==> src/rtl/uart_os_rx.sv <==
module uart_os_rx #(
  parameter int DATA_W = 8,
  parameter int OSR    = 16
) (
  input  logic              clk,
  input  logic              rst_n,
  input  logic              tick,
  input  logic              rxd,
  input  logic              rx_en,
  input  logic              wake_mode,
  input  logic              nine_bit,
  output logic [DATA_W-1:0] rx_data,
  output logic              rx_bit9,
  output logic              rx_irq,
  output logic              err_irq
);

  localparam int CW = $clog2(OSR);
  localparam int BW = $clog2(DATA_W + 3);
  localparam logic [CW-1:0] S_A   = CW'(OSR/2 - 2);
  localparam logic [CW-1:0] S_B   = CW'(OSR/2 - 1);
  localparam logic [CW-1:0] S_V   = CW'(OSR/2);
  localparam logic [CW-1:0] S_END = CW'(OSR - 1);

  logic [2:0]      sync;
  logic            busy;
  logic [CW-1:0]   cnt;
  logic [BW-1:0]   bcnt;
  logic            v_a, v_b;
  logic [DATA_W:0] shreg;

  wire            line   = sync[1];
  wire            fall   = sync[2] & ~sync[1];
  wire            vote   = (v_a & v_b) | (v_a & line) | (v_b & line);
  wire [BW-1:0]   stop_i = nine_bit ? BW'(DATA_W + 2) : BW'(DATA_W + 1);
  wire            keep   = ~(wake_mode & nine_bit & ~shreg[DATA_W]);
  wire [BW-1:0]   widx   = bcnt - BW'(1);

  always_ff @(posedge clk or negedge rst_n) begin
    if (!rst_n) begin
      sync    <= 3'b111;
      busy    <= 1'b0;
      cnt     <= '0;
      bcnt    <= '0;
      v_a     <= 1'b1;
      v_b     <= 1'b1;
      shreg   <= '0;
      rx_data <= '0;
      rx_bit9 <= 1'b0;
      rx_irq  <= 1'b0;
      err_irq <= 1'b0;
    end else begin
      sync    <= {sync[1:0], rxd};
      rx_irq  <= 1'b0;
      err_irq <= 1'b0;
      if (!busy) begin
        if (fall && rx_en) begin
          busy <= 1'b1;
          cnt  <= '0;
          bcnt <= '0;
        end
      end else if (tick) begin
        cnt <= (cnt == S_END) ? '0 : cnt + CW'(1);
        if (cnt == S_END) bcnt <= bcnt + BW'(1);
        if (cnt == S_A) v_a <= line;
        if (cnt == S_B) v_b <= line;
        if (cnt == S_V) begin
          if (bcnt == '0) begin
            if (vote) busy <= 1'b0;
          end else if (bcnt == stop_i) begin
            busy <= 1'b0;
            if (keep) begin
              rx_data <= shreg[DATA_W-1:0];
              rx_bit9 <= nine_bit & shreg[DATA_W];
              rx_irq  <= 1'b1;
              err_irq <= ~vote;
            end
          end else begin
            shreg[widx] <= vote;
          end
        end
      end
    end
  end

endmodule


==> config.mk <==
export PLATFORM = sky130hd
export DESIGN_NAME = uart_os_rx
export DESIGN_NICKNAME = d
export VERILOG_FILES = /design/src/rtl/uart_os_rx.sv
export SDC_FILE = /design/constraint.sdc
export NUM_CORES = 1
export LEC_CHECK = 0
export BUFFER_PORTS_ARGS = -buffer_cell sky130_fd_sc_hd__clkbuf_2
export CAP_MARGIN = 20
export CORE_ASPECT_RATIO = 1.75
export CORE_MARGIN = 3
export CORE_UTILIZATION = 26
export DETAILED_ROUTE_END_ITERATION = 10
export PLACE_DENSITY = 0.4
export SETUP_SLACK_MARGIN = 0.2
export SLEW_MARGIN = 20
export SYNTH_ARGS = -nofsm -noshare
export SYNTH_HDL_FRONTEND = slang
export SYNTH_SLANG_ARGS = --single-unit
==> constraint.sdc <==
create_clock -name clk -period 5.8 [get_ports clk]
set_clock_uncertainty 0.1 [all_clocks]
set_input_delay 0.58 -clock clk [delete_from_list [all_inputs] [get_ports clk]]
set_output_delay 0.58 -clock clk [all_outputs]
set_load 0.05 [all_outputs]
==> out/qor.yml <==
finalWorstSetupSlack_ps: 3290
port_buffers: 17
pwr-share-clk_pct: 26.1
p_sw_uw: 228
dp_hpwl_um: 2450
synth_cell_types: 40
area_delta_synth_final_pct: 13.8
power.density_mw_per_mm2: 348
insertion_delay_ps: 280
cp_max_fo: 11
netSwitchingFraction_pct: 33.7
p_total_uw: 678
nets: 176
synth_ff_type: "dfrtp_1"
stdcell_count: 242
synth-seq-cells: 34
drv_slew: 0
yosys_warnings: 0
finalCriticalPeriod_ps: 2510
coreArea_mm2: 0.00628
worstPathArrival_ps: 2570
required_ps: 5860
synth_top_area_share_pct: 42.5
grt_max_degree: 35
clockRootBuffer: "clkbuf_8"
slew-limit-headroom_pct: 40.1
dr.pass1.iters: 4
fin_hold_ws_ps: 258
drt-total-wl_um: 3300
worst_pin_slew_ps: 894
maxCapViolCount: 0
ir_worst_vdd_v: 0.000143
synth_largest_area_cell: "dfrtp_1"
cts_made_buffers: 5
synth_edf_count: 0
cts_hold_buf: 0
fmax_mhz: 398
track_usage_pct: 10.0
crit_chain: "inv_1, ha_1, nor3b_1, nor4b_4, mux2_2"
die_h_um: 113
syn_area_mm2: 0.00171
combPwrFrac_pct: 24.6
power_frac_seq_pct: 49.2
critical-path-max-stage-delay_ps: 810
grt_pass1_wl_um: 5800
crit_family: "simple AND/OR/NAND/NOR gates"
dp.cells: 234
vias_per_cell: 4.60
cts_tree: "yes"
cpMaxStageDelayCell: "nor4b_4"
num_vias: 1113
r2r_setup_slack_ps: 3290
grt.overflow.total: 0
cts_setup_buffers: 0
p_int_uw: 449
place_congestion: 0.853
drt_iter0_markers: 40
post_drt_wl_per_cell_um: 13.6
clkTransAtPathRegs_ps: 60
cts_buffer_depth: 2
power.leakage_nw: 0.908
die_w_um: 67.3
crit_path_start_kind: "register"
hp-class: "reg2reg"
pre_cts_ws_ps: 3220
grt_pass1_vias: 1170
fin_setup_tns_ps: 0
htree_num_levels: 2
dieArea_mm2: 0.00762
drc_errors: 0
syn-num-nets: 158
critPathKind: "reg2reg"
io_pins: 18
status: "finished clean"
rsz0062_at_grt: "false"
syn_avg_cell_area_um2: 12.0
yosys.cell_count.top_type: "dfrtp_1"
worst-path-buf-inv: 1
antenna_found_initial: 0
placed_area_mm2: 0.00185
critPathCaptureType: "register"
netlist_instances: 143
cts_resized: 0
postLayoutCellArea_mm2: 0.00194
hold_violations: 0
layout-drive-gt1-share_pct: 33.3
antenna_cells: 0
timing.final.crit_share_pct: 43.3
yosys-top-cells-area: "dfrtp_1, mux2_2, dfstp_2"
fin_util_pct: 31.0
setup_viol: 0
start_util_pct: 27.2
async_reset_ff_share_pct: 100
cts_sinks: 34
synth_common_cells: "dfrtp_1, nand3_1, mux2_2"
num_rows: 38
antenna_left: 0
yosysSeqAreaShare_pct: 50.1
## per-layer routing
layer	GRT usage, %	part of all wire [%]
met5	0	0
met3	2.88	3.7
met1	11.7	41
met2	16.9	54
met4	3.79	1.8
## worst reg2reg max path, cell delays in order, from the launching register on
cell	delay [ps]
dfrtp_1	480
inv_1	140
ha_1	270
nor3b_1	190
nor4b_4	810
mux2_2	410
## placed cells by master (no fill, tap or decap), types with 2 or more instances in the layout
cell	synthesis	final
clkbuf_8	0	6
nand2_1	7	7
nor2b_1	2	2
nor2_1	5	5
a21oi_1	2	2
nand3_1	16	16
mux2_2	12	12
inv_1	7	7
clkbuf_2	0	17
ha_1	8	8
mux2_4	7	7
and3_1	2	2
and3b_1	2	2
dfrtp_1	29	29
nor3_1	2	2
xnor2_1	3	3
nor3b_1	2	2
o21ai_0	6	6
dfstp_2	5	5
## sequential cells by signal, indices dropped and copies added, names as in the netlist
register and cells:
shreg 9, rx_data 8, bcnt 4, cnt 4, sync 3, busy 1, err_irq 1, rx_bit9 1
rx_irq 1, v_a 1, v_b 1
## path summary, 6_finish.rpt
| kind | from | end | depth (start not counted) |
|---|---|---|---|
| worst max-delay path | bcnt[0] | rx_data[2] | 5 |
| worst min-delay path | sync[0] | sync[1] | 0 |
| worst max register to register | bcnt[0] | rx_data[2] | 5 |
| worst min register to register | sync[0] | sync[1] | 0 |
| max in group asynchronous | rst_n | shreg[6] | 1 |
| min in group asynchronous | rst_n | shreg[1] | 1 |
## final cells by class
| class | instances | area [um^2] |
|---|---|---|
| Inverter | 7 | 26.3 |
| Clock buffer | 7 | 86.3 |
| Clock inverter | 1 | 5.00 |
| Timing Repair Buffer | 17 | 85.1 |
| Multi-Input combinational cell | 96 | 785 |
| Fill cell | 675 | 4330 |
| Tap cell | 80 | 100 |
| Sequential cell | 34 | 857 |
## kinds of logic after synthesis
logic type               count (synthesis)  share of synthesized area, %
multiplexers                            20                          14.6
flip-flops                              34                          50.1
XOR/XNOR                                 4                          2.05
AND/OR/NAND/NOR                         46                          16.4
AO/OA/AOI/OAI                           17                          6.37
adder cells (fa/ha/maj)                  9                          6.44
buffers and inverters                   13                          3.95
## power groups by stage
stage          Sequential, mW  Clock, mW  Combinational [mW]
4_1_cts                 0.333      0.185               0.171
6_report                0.334      0.177               0.167
3_5_place_dp            0.337          0               0.170
2_1_floorplan           0.309          0               0.155
3_3_place_gp            0.335          0               0.171
5_1_grt                 0.342      0.198               0.194
Power figures use the tool's default switching activity.
